`src/rtl/seg_row_latch_pkg.sv`:
```
// Package: shared types for the segment row latch.
// Holds the resolved view encoding and the priority function that
// maps raw mode flags onto it. Assumes no other state.
package seg_row_latch_pkg;

    // How the latched row is presented on the segment outputs.
    typedef enum logic [1:0] {
        VIEW_BLANK  = 2'd0,
        VIEW_FULL   = 2'd1,
        VIEW_INVERT = 2'd2,
        VIEW_TRUE   = 2'd3
    } view_e;

    // Raw mode flags as they arrive from the instruction decoder.
    typedef struct packed {
        logic on;
        logic invert;
        logic full;
    } mode_t;

    // Priority: blank beats full lighting, full lighting beats inversion.
    function automatic view_e resolve_view(input mode_t m);
        view_e v;
        if (!m.on)
            v = VIEW_BLANK;
        else if (m.full)
            v = VIEW_FULL;
        else if (m.invert)
            v = VIEW_INVERT;
        else
            v = VIEW_TRUE;
        return v;
    endfunction

endpackage

```
`src/rtl/seg_mode_capture.sv`:
```
// Module: seg_mode_capture
// Samples the three mode flags on the line strobe and holds the resolved
// view until the next strobe, so flag changes never act mid-row.
// Assumes: strobe is synchronous to clk; reset is synchronous, active low.
module seg_mode_capture
    import seg_row_latch_pkg::*;
(
    input  logic  clk,
    input  logic  rst_n,
    input  logic  stb,
    input  mode_t mode_in,
    output view_e view
);

    view_e view_q;

    // Hold the resolved view; reload it only on a strobe.
    always_ff @(posedge clk) begin
        if (!rst_n)
            view_q <= VIEW_BLANK;
        else if (stb)
            view_q <= resolve_view(mode_in);
    end

    assign view = view_q;

endmodule

```
`src/rtl/seg_row_bank.sv`:
```
// Module: seg_row_bank
// Stores one slice of the display row. It loads the slice on the line
// strobe and leaves it untouched otherwise. Modes never write here.
// Assumes: synchronous active-low reset clears the slice.
module seg_row_bank #(
    parameter int BANK_W = 20
) (
    input  logic              clk,
    input  logic              rst_n,
    input  logic              stb,
    input  logic [BANK_W-1:0] din,
    output logic [BANK_W-1:0] dout
);

    logic [BANK_W-1:0] slice_q;

    // Capture this bank's slice of the row on each strobe.
    always_ff @(posedge clk) begin
        if (!rst_n)
            slice_q <= '0;
        else if (stb)
            slice_q <= din;
    end

    assign dout = slice_q;

endmodule

```
`src/rtl/seg_view.sv`:
```
// Module: seg_view
// Applies the resolved view to one stored slice. The output is blanked,
// fully lit, inverted or passed through. Purely combinational.
// Assumes: view comes from a register, so the output is glitch-bounded.
module seg_view
    import seg_row_latch_pkg::*;
#(
    parameter int BANK_W = 20
) (
    input  view_e             view,
    input  logic [BANK_W-1:0] row,
    output logic [BANK_W-1:0] seg
);

    // Select the presentation of this slice.
    always_comb begin
        unique case (view)
            VIEW_BLANK:  seg = '0;
            VIEW_FULL:   seg = '1;
            VIEW_INVERT: seg = ~row;
            default:     seg = row;
        endcase
    end

endmodule

```
`src/rtl/seg_row_latch.sv`:
```
// Module: seg_row_latch (top)
// Row latch between display memory and segment drivers. It captures the
// row and the mode flags together on latch_stb and presents the row with
// the display modes applied. Stored data is never altered by a mode.
// Assumes: SEG_W is a multiple of BANK_W; one-cycle strobes; reset is
// synchronous and active low.
module seg_row_latch
    import seg_row_latch_pkg::*;
#(
    parameter int SEG_W  = 100,
    parameter int BANK_W = 20
) (
    input  logic             clk,
    input  logic             rst_n,
    input  logic [SEG_W-1:0] row_data,
    input  logic             latch_stb,
    input  logic             disp_on,
    input  logic             rev_on,
    input  logic             full_on,
    output logic [SEG_W-1:0] seg_out
);

    localparam int NUM_BANKS = SEG_W / BANK_W;

    mode_t mode_in;
    view_e view;

    // Group the raw flags for the capture stage.
    always_comb begin
        mode_in.on     = disp_on;
        mode_in.invert = rev_on;
        mode_in.full   = full_on;
    end

    seg_mode_capture u_mode (
        .clk     (clk),
        .rst_n   (rst_n),
        .stb     (latch_stb),
        .mode_in (mode_in),
        .view    (view)
    );

    for (genvar b = 0; b < NUM_BANKS; b++) begin : g_bank
        logic [BANK_W-1:0] stored;

        seg_row_bank #(.BANK_W(BANK_W)) u_bank (
            .clk   (clk),
            .rst_n (rst_n),
            .stb   (latch_stb),
            .din   (row_data[b*BANK_W +: BANK_W]),
            .dout  (stored)
        );

        seg_view #(.BANK_W(BANK_W)) u_view (
            .view (view),
            .row  (stored),
            .seg  (seg_out[b*BANK_W +: BANK_W])
        );
    end

endmodule

```
`config.mk`:
```
export PLATFORM = sky130hd
export DESIGN_NAME = seg_row_latch
export DESIGN_NICKNAME = d
export VERILOG_FILES = /design/src/rtl/seg_row_latch_pkg.sv /design/src/rtl/seg_mode_capture.sv /design/src/rtl/seg_row_bank.sv /design/src/rtl/seg_view.sv /design/src/rtl/seg_row_latch.sv
export SDC_FILE = /design/constraint.sdc
export NUM_CORES = 1
export LEC_CHECK = 0
export ABC_AREA = 1
export CAP_MARGIN = 20
export CORE_ASPECT_RATIO = 0.6
export CORE_MARGIN = 1.5
export CORE_UTILIZATION = 49
export DETAILED_ROUTE_END_ITERATION = 8
export GPL_ROUTABILITY_DRIVEN = 0
export HOLD_SLACK_MARGIN = 0.1
export PLACE_DENSITY_LB_ADDON = 0.05
export SYNTH_ARGS = -nofsm -noshare
export SYNTH_HDL_FRONTEND = slang
export SYNTH_HIERARCHICAL = 1
export SYNTH_SLANG_ARGS = --single-unit
```
`constraint.sdc`:
```
create_clock -name clk -period 2 [get_ports clk]
set_input_delay 0.4 -clock clk [delete_from_list [all_inputs] [get_ports clk]]
set_output_delay 0.4 -clock clk [all_outputs]
set_load 0.02 [all_outputs]
```
---- Word-level counts from Yosys, hierarchy flattened ----
Index checks and enable logic that the tools add are counted.
Widths: inputs -> output; s select.
word-level totals
  output and inout bits ................... 100
  RAM bits ................................ 0
  bits in latches ......................... 0
  memories kept ........................... 0
  memory bits (read-only) ................. 0
  logic and storage cells ................. 22
  register bits ........................... 102
  input bits .............................. 106
cells by class
  divide/modulo/power cells ............... 0
  equality and inequality tests ........... 2
  $lt $le $gt $ge ......................... 0
  shifts and indexed selects .............. 0
  mux-type cells .......................... 8
  multipliers ............................. 0
  reductions and logical operators ........ 1
  add/subtract/negate cells ............... 0
  bitwise operators ....................... 5
operator list
  operator            count
  $pmux 20 s3         5
  $not 20->20         5
  $mux 2              2
  $eq 2x1->1 const B  1
  $eq 2x2->1 const B  1
  $logic_not 2->1     1
  $mux 1              1

---- Longest topological paths before layout ----
Gate-level depths: netlist of run 1.
  depth in word-level cells ............... 3
  mapped depth ............................ 5
  depth with buffers taken out ............ 4

---- Cells and area by module ----
Netlist of run 1, hierarchy kept.
modules (own cells, without submodules)
  module            seq. area each (um2)  area an instance (um2)  cells an instance  instances
  seg_row_bank      400.4                 830.8                   126                5
  seg_view          0.0                   701.9                   94                 5
  seg_mode_capture  40.0                  95.1                    14                 1

---- Worst setup path before layout of run 1 ----
No wires, ideal clock.
  kind .................................... register to output
  start point ............................. register u_mode.view_q[0] (netlist: u_mode/view[0])
  end point ............................... output port seg_out[0]
  data required time ...................... 1.600 ns
  buffers on the path ..................... 1
  cell stages (with the launch flop) ...... 5
  path slack .............................. 0.249 ns
  data arrival time ....................... 1.351 ns
  cells stage by stage .................... dfxtp_1 -> inv_2 -> buf_6 -> nand3_2 -> nand3_2
on the way
  longest elaborated chain between the ends .. 2
  elaborated cells between the ends (all ways) .. 4
  classes of those cells .................. eq/ne (2); mux (1); reduce/logical (1)
ends and longest elaborated chain
  item                                line                    RTL
  start, declared                     seg_mode_capture.sv:15  view_e view_q;
  start signal, assigned              seg_mode_capture.sv:22  view_q <= resolve_view(mode_in);
  $eq 2x2->1 (tied with other cells)  seg_view.sv:17          unique case (view)
  $pmux 20 s3 *                       seg_view.sv:17
  end, declared                       seg_row_latch.sv:20     output logic [SEG_W-1:0] seg_out
Every way passes the cells marked *; elsewhere a longest branch is shown, timed or not.

---- Worst setup path in the final report of run 1 ----
  start point ............................. register u_mode.view_q[1] (netlist: u_mode/view[1])
  end point ............................... output port seg_out[73]
Same word-level chain as after synthesis.

==> flow_metrics.py, run 1 <==
metrics = {
    "global_routing": {
        "grt_max_degree": 53,
        "grt_util_all_layers_pct": 23.94,
        "overflow": 0,
        "grt_pass1_wl_um": 32260,
        "grt_pass1_vias": 6662,
        "antenna_found_initial": 0,
    },
    "yosys": {
        "postSynthCellCount": 1114,
        "synth_top_family_by_area": "simple AND/OR/NAND/NOR gates",
        "syn-num-nets": 1220,
        "synth_xor_area_share_pct": 0,
        "synth-compound-area-share_pct": 0.2258,
        "ys_seq_elements": 102,
        "yosysWarnings": 6,
        "syn-cell-area_um2": 7759,
        "synth_mux_area_share_pct": 0,
        "synth_adder_area_share_pct": 0,
        "ys_types": 12,
        "ys_seq_area_share_pct": 26.32,
        "synth-simple-area-share_pct": 52.30,
        "syn_avg_cell_area_um2": 6.965,
    },
    "clock_network": {
        "path_clk_slew_ns": 0.08,
        "cts_tree": "built",
        "cts.sinks": 102,
        "cts_root_buf": "clkbuf_16",
        "cts_buffers": 9,
        "clockBufferDepth": 2,
        "hold_buffers": 0,
        "htree_levels": 3,
        "clk_latency_ns": 0.34,
    },
    "layout": {
        "n_fill_cell": 1407,
        "seq_area_um2": 2049,
        "stdcell_count": 1535,
        "area_growth_pct": 36.80,
        "multi_input_area_um2": 4230,
        "layout-drive-gt1-share_pct": 32.81,
        "finalNetCount": 1433,
        "final_cell_mix": "nand3_2 (211), nand2_1 (206), inv_1 (202)",
        "final_common_cell": "nand3_2",
        "diodes": 0,
    },
    "worst_setup_path": {
        "critPathLaunchType": "flip-flop",
        "worstSetupPathType": "reg2out",
        "cp_max_fo": 7,
        "worstPathRequired_ns": 1.60,
        "cp-end-kind": "primary output",
        "cp_data_arrival_time_ns": 1.60,
    },
    "sta": {
        "timing.final.crit_share_pct": 100.2,
        "rsz0062_at_grt": "true",
        "layout_min_cycle_time_ns": 2.004,
        "clock_skew_ns": 0,
        "worstMarginPinSlew_ns": 0.3865,
        "drv_slew": 0,
        "finalHoldViolations": 0,
        "timing.fmax_mhz": 498.9,
        "setup_violations": 1,
        "worst_slack_ns": -0.004471,
        "slew_headroom_pct": 74.23,
    },
    "die": {
        "coreArea_um2": 15410,
        "die_width_um": 165.5,
        "die-area_um2": 16620,
        "fp-row-count": 35,
        "die_h_um": 100.5,
        "start_util_pct": 50.33,
        "io_pins": 206,
    },
    "detailed_routing": {
        "vias_per_cell": 4.790,
        "drt_wl_total_um": 20150,
        "via_count": 7352,
        "drcViolationCount": 0,
        "wire_per_inst_um": 13.13,
        "ant_nets": 0,
        "drt_first_pass_iters": 5,
        "drt_iter0_drc": 472,
    },
    "worst_hold_path": {
        "worstHoldPathType": "in2reg",
    },
    "placed_design": {
        "hpwlAfterDp_um": 13600,
        "portBuffers": 205,
        "place_inst": 1493,
        "dp_slack_ns": 0.02417,
    },
    "power_and_ir_drop": {
        "powerDensity_nw_per_um2": 540.7,
        "peakVddDrop_v": 0.0004684,
        "p_leak_nw": 5.697,
    },
    "status": {
        "violations": "setup timing",
        "status": "finished with violations",
    },
    "flow_run": {
        "maxCapViolCount": 0,
    },
}
## flip-flops by register name, indices dropped and copies added, names as in the netlist
| signal | cells |
|---|---|
| g_bank.u_bank/dout | 100 |
| u_mode/view | 2 |
## per-stage QoR
| step | setup TNS [ns] | hold WS (ns) | area, µm² | power [W] | util (%) |
|---|---|---|---|---|---|
| after floorplan | 0 | 0.4632 | 7759 | 0.003337 | - |
| after global placement | 0 | 0.4739 | 10100 | 0.004033 | 65.54 |
| after detailed placement | 0 | 0.4769 | 10100 | 0.004058 | 65.54 |
| after CTS | -0.1560 | 0.4489 | 10250 | 0.005701 | 66.52 |
| after global routing | -0.5008 | 0.4696 | 10610 | 0.006050 | 68.86 |
| final | -0.004471 | 0.4581 | 10610 | 0.005738 | 68.86 |
## worst max-delay path, cell delays in order, from the launching register on
cell	delay [ns]
dfxtp_4	0.39
buf_12	0.12
buf_12	0.13
clkinv_8	0.06
nand2_8	0.08
buf_12	0.13
buf_6	0.11
nand3_2	0.07
buf_2	0.16
## area by class of cell
cell class / instances / area share (%)
sequential: 102 / 19.31
tap: 203 / 2.393
multi-input combinational: 713 / 39.86
inverter: 214 / 7.733
clock buffer: 9 / 2.122
timing repair buffer: 287 / 28.07
clock inverter: 7 / 0.5187
## power by group
group	internal [W]	switching (W)	leakage, nW
combinational	0.000808	0.000929	4.71
clock	0.000864	0.000851	0.139
sequential	0.00217	0.000115	0.850
total	0.00384	0.00189	5.70
## cells in the mapped netlist
cell,count,area [µm²]
nor2_1,200,750.7
dfxtp_1,102,2042
inv_2,12,45.04
nand2_1,206,773.2
buf_6,60,675.7
buf_2,10,50.05
buf_4,15,112.6
a21oi_2,2,17.52
nand2_2,5,31.28
nand3_1,100,500.5
inv_1,202,758.2
nand3_2,200,2002
## routing by layer
metal	vias up	GRT usage [%]	routed length (µm)
li1	3804	-	-
met4	0	3.777	133
met1	3356	33.98	9747
met3	10	5.636	1268
met5	-	0	0
met2	182	37.44	9004
## kinds of logic after synthesis
kind of cell / Yosys count
buffers and inverters: 299
DFF: 102
and+or+nand+nor: 711
AOI/OAI and AO/OA: 2
## final timing paths
kind / cells after the start / to / startpoint / slack, ns
max: 8 / seg_out[73] / u_mode/view[1]$_SDFFE_PN0P_ / -0.004
min: 3 / g_bank[1].u_bank/dout[10]$_SDFFE_PN0P_ / rst_n / 0.46
max reg2reg: 5 / u_mode/view[0]$_SDFFE_PN0P_ / u_mode/view[0]$_SDFFE_PN0P_ / 0.96
min reg2reg: 2 / g_bank[1].u_bank/dout[3]$_SDFFE_PN0P_ / g_bank[1].u_bank/dout[3]$_SDFFE_PN0P_ / 0.49
## timing repair
item                       CTS  global route
buffers inserted            11             7
gates resized for setup    387            95
setup endpoints to repair  100            53
pin swaps                    1             9
cloned                       3             6
Power figures use the tool's default switching activity.
==> run 2: changes to the inputs <==
--- a/config.mk
+++ b/config.mk
@@ -6,7 +6,6 @@
 export NUM_CORES = 1
 export LEC_CHECK = 0
 export ABC_AREA = 1
-export CAP_MARGIN = 20
 export CORE_ASPECT_RATIO = 0.6
 export CORE_MARGIN = 1.5
 export CORE_UTILIZATION = 49
==> results of run 2 <==
No change in the layout: final DEF, timing and power equal those of run 1.
